[config.mk]
export PLATFORM = sky130hd
export DESIGN_NAME = sec_alarm_rtc
export DESIGN_NICKNAME = d
export VERILOG_FILES = /design/src/rtl/sec_rtc_pkg.sv /design/src/rtl/sec_rtc_decode.sv /design/src/rtl/sec_rtc_counter.sv /design/src/rtl/sec_rtc_alarm.sv /design/src/rtl/sec_rtc_rdmux.sv /design/src/rtl/sec_alarm_rtc.sv
export SDC_FILE = /design/constraint.sdc
export NUM_CORES = 1
export LEC_CHECK = 0
export BUFFER_PORTS_ARGS = -buffer_cell sky130_fd_sc_hd__buf_2
export CORE_AREA = 4 4 119 149
export CTS_CLUSTER_DIAMETER = 40
export CTS_CLUSTER_SIZE = 40
export DETAILED_ROUTE_END_ITERATION = 8
export DIE_AREA = 0 0 123 153
export GPL_TIMING_DRIVEN = 0
export SLEW_MARGIN = 20
export SYNTH_ARGS = -nofsm -noshare
export SYNTH_HDL_FRONTEND = slang
export SYNTH_SLANG_ARGS = --single-unit
[constraint.sdc]
create_clock -name clk -period 6.56 [get_ports clk]
set_input_delay 1.312 -clock clk [delete_from_list [all_inputs] [get_ports clk]]
set_output_delay 1.312 -clock clk [all_outputs]
set_load 0.02 [all_outputs]
[src/rtl/sec_rtc_pkg.sv]
package sec_rtc_pkg;

  // Fixed 4 KB register window
  localparam int unsigned WIN_AW = 12;

  typedef enum logic [3:0] {
    SEL_NONE,
    SEL_COUNT,
    SEL_MATCH,
    SEL_LOAD,
    SEL_CTRL,
    SEL_MASK,
    SEL_RAW,
    SEL_MSTAT,
    SEL_CLEAR,
    SEL_ID
  } sel_e;

  typedef struct packed {
    logic load;
    logic match;
    logic mask;
    logic clear;
  } wr_stb_t;

  // Word-aligned decode of a byte offset
  function automatic sel_e decode_sel(input logic [WIN_AW-1:0] a);
    sel_e s;
    s = SEL_NONE;
    if (a[1:0] == 2'b00) begin
      if (a[WIN_AW-1:5] == '1) begin
        s = SEL_ID;
      end else begin
        case (a[WIN_AW-1:2])
          10'h000: s = SEL_COUNT;
          10'h001: s = SEL_MATCH;
          10'h002: s = SEL_LOAD;
          10'h003: s = SEL_CTRL;
          10'h004: s = SEL_MASK;
          10'h005: s = SEL_RAW;
          10'h006: s = SEL_MSTAT;
          10'h007: s = SEL_CLEAR;
          default: s = SEL_NONE;
        endcase
      end
    end
    return s;
  endfunction

  // Identification byte for word index 0..7 of the top block
  function automatic logic [7:0] id_byte(input logic [2:0] idx);
    logic [7:0] b;
    case (idx)
      3'd0: b = 8'h31;
      3'd1: b = 8'h10;
      3'd2: b = 8'h14;
      3'd3: b = 8'h00;
      3'd4: b = 8'h0D;
      3'd5: b = 8'hF0;
      3'd6: b = 8'h05;
      default: b = 8'hB1;
    endcase
    return b;
  endfunction

endpackage

[src/rtl/sec_rtc_decode.sv]
module sec_rtc_decode
  import sec_rtc_pkg::*;
(
  input  logic [WIN_AW-1:0] addr,
  input  logic              we,
  output sel_e              sel,
  output wr_stb_t           stb
);

  assign sel = decode_sel(addr);

  // Only writable locations produce a strobe; everything else is dropped
  always_comb begin
    stb       = '0;
    stb.load  = we && (sel == SEL_LOAD);
    stb.match = we && (sel == SEL_MATCH);
    stb.mask  = we && (sel == SEL_MASK);
    stb.clear = we && (sel == SEL_CLEAR);
  end

endmodule

[src/rtl/sec_rtc_counter.sv]
module sec_rtc_counter #(
  parameter int unsigned CNT_W = 32
) (
  input  logic             clk,
  input  logic             rst_n,
  input  logic             tick,
  input  logic             ld_we,
  input  logic [CNT_W-1:0] wdata,
  output logic [CNT_W-1:0] cnt_q,
  output logic [CNT_W-1:0] cnt_nxt,
  output logic [CNT_W-1:0] load_q
);

  // Next count: a load beats a tick, and a tick wraps modulo 2^CNT_W
  function automatic logic [CNT_W-1:0] step_count(
    input logic [CNT_W-1:0] cur,
    input logic             t,
    input logic             ld,
    input logic [CNT_W-1:0] val
  );
    logic [CNT_W-1:0] n;
    if (ld)     n = val;
    else if (t) n = cur + CNT_W'(1);
    else        n = cur;
    return n;
  endfunction

  assign cnt_nxt = step_count(cnt_q, tick, ld_we, wdata);

  always_ff @(posedge clk or negedge rst_n) begin
    if (!rst_n) begin
      cnt_q  <= '0;
      load_q <= '0;
    end else begin
      cnt_q <= cnt_nxt;
      if (ld_we) load_q <= wdata;
    end
  end


  tick_inc_chk: assert property (@(posedge clk) disable iff (!rst_n)
    (tick && !ld_we) |=> (cnt_q == $past(cnt_q) + CNT_W'(1)));


  load_take_chk: assert property (@(posedge clk) disable iff (!rst_n)
    ld_we |=> (cnt_q == $past(wdata) && load_q == $past(wdata)));


  idle_hold_chk: assert property (@(posedge clk) disable iff (!rst_n)
    (!tick && !ld_we) |=> $stable(cnt_q));

endmodule

[src/rtl/sec_rtc_alarm.sv]
module sec_rtc_alarm #(
  parameter int unsigned CNT_W = 32
) (
  input  logic             clk,
  input  logic             rst_n,
  input  logic             tick,
  input  logic             ld_we,
  input  logic             mt_we,
  input  logic             mk_we,
  input  logic             clr_we,
  input  logic [CNT_W-1:0] wdata,
  input  logic [CNT_W-1:0] cnt_nxt,
  output logic [CNT_W-1:0] match_q,
  output logic             mask_q,
  output logic             raw_q,
  output logic             set_evt,
  output logic             irq
);

  logic [CNT_W-1:0] match_nxt;
  logic             clr_hit;

  assign match_nxt = mt_we ? wdata : match_q;

  // A set event needs something to have changed the count or the match;
  // the compare uses the post-update values
  assign set_evt = (tick || ld_we || mt_we) && (cnt_nxt == match_nxt);
  assign clr_hit = clr_we && wdata[0];

  always_ff @(posedge clk or negedge rst_n) begin
    if (!rst_n) begin
      match_q <= '0;
      mask_q  <= 1'b0;
      raw_q   <= 1'b0;
    end else begin
      match_q <= match_nxt;
      if (mk_we) mask_q <= wdata[0];
      if (set_evt)      raw_q <= 1'b1;
      else if (clr_hit) raw_q <= 1'b0;
    end
  end

  assign irq = raw_q & mask_q;


  set_raise_chk: assert property (@(posedge clk) disable iff (!rst_n)
    set_evt |=> raw_q);


  clear_drop_chk: assert property (@(posedge clk) disable iff (!rst_n)
    (clr_hit && !set_evt) |=> !raw_q);


  raw_hold_chk: assert property (@(posedge clk) disable iff (!rst_n)
    (raw_q && !clr_hit) |=> raw_q);


  mask_wr_chk: assert property (@(posedge clk) disable iff (!rst_n)
    mk_we |=> (mask_q == $past(wdata[0])));

endmodule

[src/rtl/sec_rtc_rdmux.sv]
module sec_rtc_rdmux
  import sec_rtc_pkg::*;
#(
  parameter int unsigned CNT_W = 32
) (
  input  sel_e             sel,
  input  logic [2:0]       id_idx,
  input  logic [CNT_W-1:0] cnt_q,
  input  logic [CNT_W-1:0] match_q,
  input  logic [CNT_W-1:0] load_q,
  input  logic             mask_q,
  input  logic             raw_q,
  output logic [CNT_W-1:0] rdata
);

  localparam int unsigned PAD_W = CNT_W - 8;

  always_comb begin
    case (sel)
      SEL_COUNT: rdata = cnt_q;
      SEL_MATCH: rdata = match_q;
      SEL_LOAD:  rdata = load_q;
      SEL_CTRL:  rdata = CNT_W'(1);
      SEL_MASK:  rdata = CNT_W'(mask_q);
      SEL_RAW:   rdata = CNT_W'(raw_q);
      SEL_MSTAT: rdata = CNT_W'(raw_q & mask_q);
      SEL_ID:    rdata = {{PAD_W{1'b0}}, id_byte(id_idx)};
      default:   rdata = '0;
    endcase
  end

endmodule

[src/rtl/sec_alarm_rtc.sv]
module sec_alarm_rtc
  import sec_rtc_pkg::*;
#(
  parameter int unsigned CNT_W = 32
) (
  input  logic                   clk,
  input  logic                   rst_n,
  input  logic                   pps_tick,
  input  logic [WIN_AW-1:0]      bus_addr,
  input  logic                   bus_we,
  input  logic [CNT_W-1:0]       bus_wdata,
  output logic [CNT_W-1:0]       bus_rdata,
  output logic                   alarm_irq
);

  sel_e             sel;
  wr_stb_t          stb;
  logic [CNT_W-1:0] cnt_q, cnt_nxt, load_q, match_q;
  logic             mask_q, raw_q, set_evt;

  sec_rtc_decode u_decode (
    .addr (bus_addr),
    .we   (bus_we),
    .sel  (sel),
    .stb  (stb)
  );

  sec_rtc_counter #(.CNT_W(CNT_W)) u_counter (
    .clk     (clk),
    .rst_n   (rst_n),
    .tick    (pps_tick),
    .ld_we   (stb.load),
    .wdata   (bus_wdata),
    .cnt_q   (cnt_q),
    .cnt_nxt (cnt_nxt),
    .load_q  (load_q)
  );

  sec_rtc_alarm #(.CNT_W(CNT_W)) u_alarm (
    .clk     (clk),
    .rst_n   (rst_n),
    .tick    (pps_tick),
    .ld_we   (stb.load),
    .mt_we   (stb.match),
    .mk_we   (stb.mask),
    .clr_we  (stb.clear),
    .wdata   (bus_wdata),
    .cnt_nxt (cnt_nxt),
    .match_q (match_q),
    .mask_q  (mask_q),
    .raw_q   (raw_q),
    .set_evt (set_evt),
    .irq     (alarm_irq)
  );

  sec_rtc_rdmux #(.CNT_W(CNT_W)) u_rdmux (
    .sel     (sel),
    .id_idx  (bus_addr[4:2]),
    .cnt_q   (cnt_q),
    .match_q (match_q),
    .load_q  (load_q),
    .mask_q  (mask_q),
    .raw_q   (raw_q),
    .rdata   (bus_rdata)
  );


  write_fire_chk: assert property (@(posedge clk) disable iff (!rst_n)
    ((stb.load || stb.match) && cnt_nxt == (stb.match ? bus_wdata : match_q)) |=> raw_q);


  ctrl_const_chk: assert property (@(posedge clk) disable iff (!rst_n)
    (sel == SEL_CTRL) |-> (bus_rdata == CNT_W'(1)));


  rst_quiet_chk: assert property (@(posedge clk)
    !rst_n |-> !alarm_irq);

endmodule

==> results of run 1 <==
[through the flow]
step / cells / power [mW] / instance area [sq um] / hold slack (ns) / util (%)
final: 1038 / 1.44 / 7220 / 0.465 / 44.5
after detailed placement: 1022 / 0.925 / 6940 / 0.455 / 42.8
after global placement: 1021 / 0.922 / 6900 / 0.448 / 42.6
after CTS: 1038 / 1.44 / 7220 / 0.469 / 44.5
after global routing: 1038 / 1.49 / 7220 / 0.485 / 44.5
after floorplan: 728 / 0.839 / 6250 / 0.438 / -
[cell families (layout without fill, tap and decap cells)]
kind of cell,after synthesis,in the layout,synth area share [%]
multiplexers,62,62,10.5
buffers and inverters,66,160,4.49
AO/OA/AOI/OAI,137,137,14.1
AND/OR/NAND/NOR,304,304,22.2
adder cells (fa/ha/maj),6,6,1.20
XOR/XNOR,55,55,8.19
flip-flops,98,98,39.3
[sequential cells by signal, summed over array words and instances (netlist names)]
signal	count
u_counter.cnt_q	32
u_alarm.raw_q	1
u_alarm.match_q	32
u_counter.load_q	32
u_alarm.mask_q	1
[layout make-up]
type                            instances  area (sq um)  share of cell area (%)
Buffer                                 37           171                    2.38
Clock buffer                           13           240                    3.33
Clock inverter                          3          40.0                   0.555
Inverter                               29           109                    1.51
Multi-Input combinational cell        564          3510                    48.7
Sequential cell                        98          2450                    34.0
Tap cell                              216           270                    3.74
Timing Repair Buffer                   78           419                    5.81
[critical path, cell delays in order]
cell and delay (ns):
sky130_fd_sc_hd__buf_2 0.11, sky130_fd_sc_hd__or4_4 0.53, sky130_fd_sc_hd__or2_2 0.28, sky130_fd_sc_hd__buf_2 0.20, sky130_fd_sc_hd__nor2_1 0.20, sky130_fd_sc_hd__nand3_1 0.13
sky130_fd_sc_hd__nor4_1 0.67, sky130_fd_sc_hd__clkbuf_1 0.65, sky130_fd_sc_hd__nand2_1 0.11, sky130_fd_sc_hd__o21ai_0 0.16, sky130_fd_sc_hd__buf_2 0.23
[synthesized netlist by cell type, types with 3 or more instances]
library cell                  n
sky130_fd_sc_hd__o2bb2ai_1    3
sky130_fd_sc_hd__o31ai_1      6
sky130_fd_sc_hd__o21ai_1      3
sky130_fd_sc_hd__xnor2_1     32
sky130_fd_sc_hd__nor3_1      15
sky130_fd_sc_hd__inv_1       28
sky130_fd_sc_hd__clkbuf_1    26
sky130_fd_sc_hd__and2_1       3
sky130_fd_sc_hd__nor4_1       8
sky130_fd_sc_hd__xor2_1      20
sky130_fd_sc_hd__nand4_1     13
sky130_fd_sc_hd__or2_2        3
sky130_fd_sc_hd__ha_1         6
sky130_fd_sc_hd__mux2i_1     38
sky130_fd_sc_hd__o221ai_1     6
sky130_fd_sc_hd__o211ai_1     6
sky130_fd_sc_hd__a31oi_1      4
sky130_fd_sc_hd__nand3_1     21
sky130_fd_sc_hd__or3_1        6
sky130_fd_sc_hd__o21ai_0     54
sky130_fd_sc_hd__and4_1       4
sky130_fd_sc_hd__mux2_2      22
sky130_fd_sc_hd__o2111ai_1    4
sky130_fd_sc_hd__or4_1        7
sky130_fd_sc_hd__nor2b_1      4
sky130_fd_sc_hd__nand2_1    167
sky130_fd_sc_hd__dfrtp_1     98
sky130_fd_sc_hd__a211oi_1     4
sky130_fd_sc_hd__o21a_1       4
sky130_fd_sc_hd__nor2_1      39
sky130_fd_sc_hd__buf_2        5
sky130_fd_sc_hd__and3_1       4
sky130_fd_sc_hd__o22ai_1      4
sky130_fd_sc_hd__a21oi_1     19
sky130_fd_sc_hd__buf_6        3
[metal layers]
| layer | vias up | global-route usage (%) | wire length, microns |
|---|---|---|---|
| met5 | - | 0 | 13 |
| met4 | 2 | 7.81 | 665 |
| met3 | 41 | 3.22 | 1360 |
| met2 | 215 | 38.1 | 10500 |
| met1 | 2744 | 30.0 | 8730 |
| li1 | 2747 | - | - |
[report_power, final]
part / internal, mW / leakage [nW] / switching [mW]
Clock: 0.296 / 0.138 / 0.226
Combinational: 0.113 / 2.11 / 0.147
Sequential: 0.628 / 1.34 / 0.0300
[worst paths after layout]
| check | start | endpoint | cells after the start |
|---|---|---|---|
| hold reg to reg | u_counter.load_q[0] | u_counter.load_q[0] | 2 |
| setup reg to reg | u_counter.cnt_q[8] | u_alarm.raw_q | 10 |
| setup / recovery | bus_addr[6] | bus_rdata[1] | 11 |
| max in group asynchronous | rst_n | u_counter.load_q[21] | 2 |
| min in group asynchronous | rst_n | u_alarm.match_q[24] | 1 |
| hold / removal | u_counter.load_q[0] | u_counter.load_q[0] | 2 |
==> flow_summary.yaml, run 1 <==
status:
  result_of_the_run: "finished, final reports clean"
synthesis:
  synth-seq-area-share_pct: 39.3
  postSynth.asyncResetShare_pct: 100
  syn_inst: 728
  synth_enable_flop_cells: 0
  ys_warn_count: 0
  netlist_top_cells_area: "sky130_fd_sc_hd__dfrtp_1 (39%), sky130_fd_sc_hd__nand2_1 (10%), sky130_fd_sc_hd__mux2i_1 (6.1%)"
  netlist.top_cell.by_area: "sky130_fd_sc_hd__dfrtp_1"
  synth_flop_cell: "sky130_fd_sc_hd__dfrtp_1"
  yosys_register_bits: 98
  netlist.area_leader.share_pct: 39.3
  synth_fp_nets: 782
  syn_avg_cell_area_sq_um: 8.58
  synth_area_sq_mm: 0.00625
  synth_cell_types: 66
setup_path:
  critical_path.startpoint_type: "input pin"
  timing.critical_path.to_type: "output pin"
  worstSetupPathType: "in2out"
  worstPathArrival_ns: 4.59
  timing.reg2reg.setup_slack_ns: 2.72
  crit_path_max_fanout: 10
  critPathRequiredTime_ns: 5.25
clocking:
  post_cts.resized_instances: 0
  clkLatencyLatePin_ns: 0.34
  cts_hold_repair.buffers: 0
  cts_buffers: 9
  clock_sinks: 98
  postCtsSetupBuffers: 0
  cts-root-to-sink-buffers: 2
  path_clk_slew_ns: 0.06
  tritoncts: "yes"
  library_cell_used_as_clock_root_buffer: "sky130_fd_sc_hd__clkbuf_16"
  ctsHtreeMaxLevel: 3
cells_and_area:
  num-fill-cells: 1636
  layout-area-overhead-vs-synth_pct: 15.5
  finalNetCount: 871
  layout_commonest_cell: "sky130_fd_sc_hd__nand2_1"
  n_antenna_cell: 0
  commonest_cells_after_routing_fill_and_taps_aside: "sky130_fd_sc_hd__nand2_1 (167), sky130_fd_sc_hd__dfrtp_1 (98), sky130_fd_sc_hd__buf_2 (81), sky130_fd_sc_hd__o21ai_0 (54), sky130_fd_sc_hd__nor2_1 (39)"
  drive_above_1_share_pct: 16.8
power:
  powerDensity_mw_per_mm2: 200
  power.leakage_nw: 3.58
  peakVddDrop_uv: 99.7
placement:
  detailedPlace.worstSlack_ns: 0.672
  place_hpwl_mm: 16.1
  numPortBuffers: 77
  rd_place_congestion: 0.946
sta:
  finalSetupTns_ns: 0
  portion_of_the_clock_cycle_consumed_by_the_worst_path_in_the_final_layout_pct: 89.9
  relative_slew_slack_pct: 32.5
  grt_setup_unrepaired: "no"
  tightestPinTransition_ns: 1.01
  number_of_failing_hold_endpoints_at_the_final_stage: 0
  setup_slack_ns: 0.660
  number_of_max_slew_violations_in_the_final_report: 0
  finalWorstPathRequiredPeriod_ns: 5.90
  max_freq_mhz: 169
  setup-violations-final: 0
  clock-skew-final_ns: 0.00923
route:
  num_vias: 5749
  wire_per_inst_microns: 20.5
  drt_first_iter_violations: 376
  detail_route.drc_violations: 0
  route.detailed.vias_per_inst: 5.54
  drtPass1Iterations: 6
  detail-route-antenna-nets: 0
  route.final.wire_length_mm: 21.3
min_path:
  min_path_type: "reg2reg"
grt:
  vias_in_the_first_global_route: 5603
  grt_antenna_before_repair: 1
  groute.usage.overall_pct: 22.7
  grt_first_pass_wirelength_mm: 32.3
  grt_remaining_overflow: 0
  largest_net_degree_at_the_start_of_global_routing: 77
floorplan:
  num_rows: 52
  dieArea_sq_mm: 0.0188
  die_w_microns: 123
  floorplan.die.height_microns: 153
  io_pins: 81
  initial_core_util_pct: 38.6
  area_of_the_core_region_sq_mm: 0.0162
job:
  maximum_capacitance_violations: 0
Power figures use the tool's default switching activity.
==> run 2, diff against run 1 <==
- RECOVER_POWER: default -> 100
==> flow_summary.yaml, run 2 (synthesized netlist as in run 1, its figures left out) <==
power:
  p_clk_share_pct: 36.5
  combinationalPowerShare_pct: 17.5
  swShare_pct: 28.1
  p_int_mw: 1.03
  total_power_mw: 1.43
  power.leakage_nw: 3.42
  powerDensity_mw_per_mm2: 201
  peakVddDrop_uv: 99.4
  net-switching-power_mw: 0.401
  power.sequential.fraction_pct: 46.0
setup_path:
  critPathSlowestCell: "sky130_fd_sc_hd__nor4_1"
  timing.critical_path.to_type: "output pin"
  critPathMaxStageDelay_ns: 0.68
  most_frequent_cell_on_the_critical_path: "sky130_fd_sc_hd__clkbuf_1"
  worst-path-buf-inv: 5
  cp_cell_sequence: "clkbuf_1 > clkinv_1 > ha_1 > inv_1 > nand3_1 > nor4_1 > clkbuf_1 > nand2_1 > o21ai_0 > clkbuf_1"
  crit_path_max_fanout: 10
  path_delay_family: "buffers and inverters"
  critical_path.startpoint_type: "input pin"
  critPathRequiredTime_ns: 5.25
  worstSetupPathType: "in2out"
  worstPathArrival_ns: 4.82
status:
  violated_checks: "capacitance limit, slew limit"
  result_of_the_run: "finished, violations left"
sta:
  clock-skew-final_ns: 0.00709
  setup_slack_ns: 0.423
  number_of_max_slew_violations_in_the_final_report: 77
  tightestPinTransition_ns: 3.54
  grt_setup_unrepaired: "no"
  portion_of_the_clock_cycle_consumed_by_the_worst_path_in_the_final_layout_pct: 93.6
  setup-violations-final: 0
  finalSetupTns_ns: 0
  relative_slew_slack_pct: -136
  finalWorstPathRequiredPeriod_ns: 6.14
  max_freq_mhz: 163
  number_of_failing_hold_endpoints_at_the_final_stage: 0
clocking:
  library_cell_used_as_clock_root_buffer: "sky130_fd_sc_hd__clkbuf_16"
  cts-root-to-sink-buffers: 2
  cts_hold_repair.buffers: 0
  clkLatencyLatePin_ns: 0.34
  postCtsSetupBuffers: 0
  post_cts.resized_instances: 0
  path_clk_slew_ns: 0.06
  tritoncts: "yes"
  clock_sinks: 98
  cts_buffers: 9
  ctsHtreeMaxLevel: 3
placement:
  detailedPlace.worstSlack_ns: 0.672
  numPortBuffers: 77
  placedInstanceArea_sq_mm: 0.00694
  dp.cells: 1022
  place_hpwl_mm: 16.1
  rd_place_congestion: 0.946
cells_and_area:
  finalNetCount: 871
  n_antenna_cell: 0
  post_layout_nonfiller_instances: 1038
  largest_registers: "u_alarm.match_q: 32 flops, u_counter.cnt_q: 32 flops, u_counter.load_q: 32 flops"
  drive_above_1_share_pct: 9.12
  final_design_area_no_fill_sq_mm: 0.00711
  num-fill-cells: 1659
  layout_commonest_cell: "sky130_fd_sc_hd__nand2_1"
  layout-area-overhead-vs-synth_pct: 13.8
  commonest_cells_after_routing_fill_and_taps_aside: "sky130_fd_sc_hd__nand2_1 (167), sky130_fd_sc_hd__dfrtp_1 (98), sky130_fd_sc_hd__clkbuf_1 (71), sky130_fd_sc_hd__o21ai_0 (55), sky130_fd_sc_hd__buf_2 (44)"
floorplan:
  dieArea_sq_mm: 0.0188
  area_of_the_core_region_sq_mm: 0.0162
  initial_core_util_pct: 38.6
  io_pins: 81
  num_rows: 52
  floorplan.die.height_microns: 153
  die_w_microns: 123
route:
  num_vias: 5809
  route.detailed.vias_per_inst: 5.60
  wire_per_inst_microns: 20.8
  route.final.wire_length_mm: 21.6
  detail-route-antenna-nets: 0
  detail_route.drc_violations: 0
  drt_first_iter_violations: 390
  drtPass1Iterations: 5
grt:
  grt_remaining_overflow: 0
  largest_net_degree_at_the_start_of_global_routing: 77
  vias_in_the_first_global_route: 5603
  grt_first_pass_wirelength_mm: 32.3
  grt_antenna_before_repair: 1
  groute.usage.overall_pct: 22.7
job:
  maximum_capacitance_violations: 1
min_path:
  min_path_type: "reg2reg"
run 2: changes by cell type in the layout (fill, tap and decap cells not counted), sizes merged:
cell / previous run / this run
buf: 89 / 47
clkbuf: 39 / 80
dlymetal6s4s: 0 / 1
run 2: final timing paths:
check,startpoint,to,slack [ns],depth (start not counted)
max,bus_addr[2],bus_rdata[1],0.42,10
min,u_counter.load_q[8],u_counter.load_q[8],0.47,2
max reg2reg,u_counter.cnt_q[8],u_alarm.raw_q,2.73,10
min reg2reg,u_counter.load_q[8],u_counter.load_q[8],0.47,2
max in group asynchronous,rst_n,u_counter.load_q[21],1.18,2
min in group asynchronous,rst_n,u_alarm.match_q[10],1.23,1
run 2: power groups by stage:
stage                     clock, mW  sequential [mW]  combinational (mW)
after CTS                     0.526            0.656               0.259
final                         0.521            0.658               0.249
after floorplan                   0            0.659               0.180
after detailed placement          0            0.668               0.258
after global placement            0            0.668               0.254
after global routing          0.548            0.660               0.273
run 2: cell type report:
class	instances	area [sq um]	share of cell area, %
multi-input combinational	564	3490	49.1
buffer	37	153	2.15
clock inverter	3	40.0	0.563
sequential	98	2450	34.5
clock buffer	13	240	3.38
timing repair buffer	78	354	4.98
tap	216	270	3.80
inverter	29	109	1.53
run 2: routing by layer:
metal	wire length, microns	global-route usage (%)
met1	9020	30.0
met2	10600	38.1
met3	1220	3.22
met4	652	7.81
met5	13	0
run 2: worst register-to-register path, stage by stage (launching register included):
cell	delay (ns)
sky130_fd_sc_hd__dfrtp_1	0.32
sky130_fd_sc_hd__clkbuf_1	0.28
sky130_fd_sc_hd__nand3_1	0.20
sky130_fd_sc_hd__or4_1	0.69
sky130_fd_sc_hd__clkbuf_1	0.28
sky130_fd_sc_hd__o31a_1	0.29
sky130_fd_sc_hd__o21ai_1	0.41
sky130_fd_sc_hd__o2111ai_1	0.21
sky130_fd_sc_hd__a2111oi_0	0.49
sky130_fd_sc_hd__o211ai_1	0.24
sky130_fd_sc_hd__o31ai_2	0.32
run 2: metrics by stage:
stage | util [%] | hold WS (ns)
after floorplan | - | 0.438
after global placement | 42.6 | 0.448
after detailed placement | 42.8 | 0.455
after CTS | 44.5 | 0.469
after global routing | 43.9 | 0.485
final | 43.9 | 0.466
==> run 3, diff against run 2 <==
- clock period: 6.56 -> 6 ns (I/O delays scaled with it)
==> flow_summary.yaml, run 3 (synthesized netlist as in run 1, its figures left out) <==
cells_and_area:
  commonest_cells_after_routing_fill_and_taps_aside: "sky130_fd_sc_hd__nand2_1 (167), sky130_fd_sc_hd__dfrtp_1 (98), sky130_fd_sc_hd__clkbuf_1 (66), sky130_fd_sc_hd__o21ai_0 (55), sky130_fd_sc_hd__buf_2 (45)"
  layout-area-overhead-vs-synth_pct: 13.8
  largest_registers: "u_alarm.match_q: 32 flops, u_counter.cnt_q: 32 flops, u_counter.load_q: 32 flops"
  finalNetCount: 871
  n_antenna_cell: 0
  layout_commonest_cell: "sky130_fd_sc_hd__nand2_1"
  drive_above_1_share_pct: 9.85
setup_path:
  timing.reg2reg.setup_slack_ns: 2.16
  critical_path.startpoint_type: "input pin"
  timing.critical_path.to_type: "output pin"
  worstPathArrival_ns: 4.54
  critPathRequiredTime_ns: 4.80
  crit_path_max_fanout: 10
  worstSetupPathType: "in2out"
power:
  total_power_mw: 1.56
  peakVddDrop_uv: 109
  powerDensity_mw_per_mm2: 219
  power.leakage_nw: 3.42
sta:
  relative_slew_slack_pct: -32.0
  clock-skew-final_ns: 0.00884
  grt_setup_unrepaired: "no"
  finalSetupTns_ns: 0
  tightestPinTransition_ns: 1.98
  max_freq_mhz: 174
  finalWorstPathRequiredPeriod_ns: 5.74
  portion_of_the_clock_cycle_consumed_by_the_worst_path_in_the_final_layout_pct: 95.7
  setup-violations-final: 0
  number_of_max_slew_violations_in_the_final_report: 77
  fin_worst_hold_slack_ns: 0.465
  number_of_failing_hold_endpoints_at_the_final_stage: 0
clocking:
  cts_buffers: 9
  cts-root-to-sink-buffers: 2
  cts_hold_repair.buffers: 0
  tritoncts: "yes"
  clkLatencyLatePin_ns: 0.34
  library_cell_used_as_clock_root_buffer: "sky130_fd_sc_hd__clkbuf_16"
  post_cts.resized_instances: 0
  clock_sinks: 98
  path_clk_slew_ns: 0.06
  ctsHtreeMaxLevel: 3
  postCtsSetupBuffers: 0
placement:
  numPortBuffers: 77
  place_hpwl_mm: 16.1
  rd_place_congestion: 0.946
grt:
  vias_in_the_first_global_route: 5603
  grtUsageMet3_pct: 3.22
  grt_util_met2_pct: 38.1
  grt_first_pass_wirelength_mm: 32.3
  grtUsageMet1_pct: 30.0
  groute.usage.overall_pct: 22.7
  grt_antenna_before_repair: 1
  global_route.peak_usage_layer: "met2"
  grt_remaining_overflow: 0
  largest_net_degree_at_the_start_of_global_routing: 77
floorplan:
  die_w_microns: 123
  dieArea_sq_mm: 0.0188
  floorplan.die.height_microns: 153
  initial_core_util_pct: 38.6
  num_rows: 52
  area_of_the_core_region_sq_mm: 0.0162
  io_pins: 81
route:
  detail_route.drc_violations: 0
  route.final.wire_length_mm: 21.4
  drt_first_iter_violations: 382
  num_vias: 5775
  route.detailed.vias_per_inst: 5.56
  drtPass1Iterations: 5
  wire_per_inst_microns: 20.7
  detail-route-antenna-nets: 0
min_path:
  min_path_type: "reg2reg"
job:
  maximum_capacitance_violations: 1
status:
  violated_checks: "capacitance limit, slew limit"
  result_of_the_run: "finished, violations left"
run 3: cell types whose count changed in the layout (fill, tap and decap cells not counted), sizes merged:
cell,change
buf,+1
dlymetal6s4s,-1
run 3: path summary, 6_finish.rpt:
check | cells after the start | to | from
max | 11 | bus_rdata[13] | bus_addr[6]
min in group asynchronous | 1 | u_counter.cnt_q[8] | rst_n
max reg2reg | 10 | u_alarm.raw_q | u_counter.cnt_q[8]
min reg2reg | 2 | u_counter.load_q[0] | u_counter.load_q[0]
max in group asynchronous | 2 | u_counter.load_q[21] | rst_n
min | 2 | u_counter.load_q[0] | u_counter.load_q[0]
run 3: metrics by stage:
| step | instance area, sq um | util (%) | std cells | setup slack (ns) |
|---|---|---|---|---|
| 2_1_floorplan | 6250 | - | 728 | 1.32 |
| 3_3_place_gp | 6900 | 42.6 | 1021 | 0.245 |
| 3_5_place_dp | 6940 | 42.8 | 1022 | 0.230 |
| 4_1_cts | 7220 | 44.5 | 1038 | 0.325 |
| 5_1_grt | 7110 | 43.9 | 1038 | 0.0699 |
| 6_report | 7110 | 43.9 | 1038 | 0.260 |
run 3: per-layer routing:
layer  wire length (microns)  part of all wire [%]  vias to the layer above
met5                      13                 0.061                        -
met4                     731                   3.4                        2
met3                    1480                   6.9                       41
met2                   10500                    49                      225
met1                    8740                    41                     2780
li1                        -                     -                     2727
run 3: layout make-up:
cell class | count | area [sq um]
inverter | 29 | 109
fill | 1657 | 9090
clock buffer | 13 | 240
clock inverter | 3 | 40.0
timing repair buffer | 78 | 353
buffer | 37 | 153
tap | 216 | 270
multi-input combinational | 564 | 3490
sequential | 98 | 2450
run 3: worst max-delay path: stages:
cell and delay [ns]:
sky130_fd_sc_hd__buf_2 0.11, sky130_fd_sc_hd__or4_4 0.53, sky130_fd_sc_hd__or2_2 0.28, sky130_fd_sc_hd__buf_2 0.20, sky130_fd_sc_hd__nor2_1 0.20, sky130_fd_sc_hd__nand3_1 0.13
sky130_fd_sc_hd__nor4_1 0.68, sky130_fd_sc_hd__clkbuf_1 0.66, sky130_fd_sc_hd__nand2_1 0.12, sky130_fd_sc_hd__o21ai_0 0.14, sky130_fd_sc_hd__clkbuf_1 0.28
run 3: report_power, final:
part	switching (mW)	total, mW	internal (mW)
registers	0.0326	0.719	0.687
clock network	0.246	0.569	0.323
logic	0.158	0.271	0.113
total	0.437	1.56	1.12
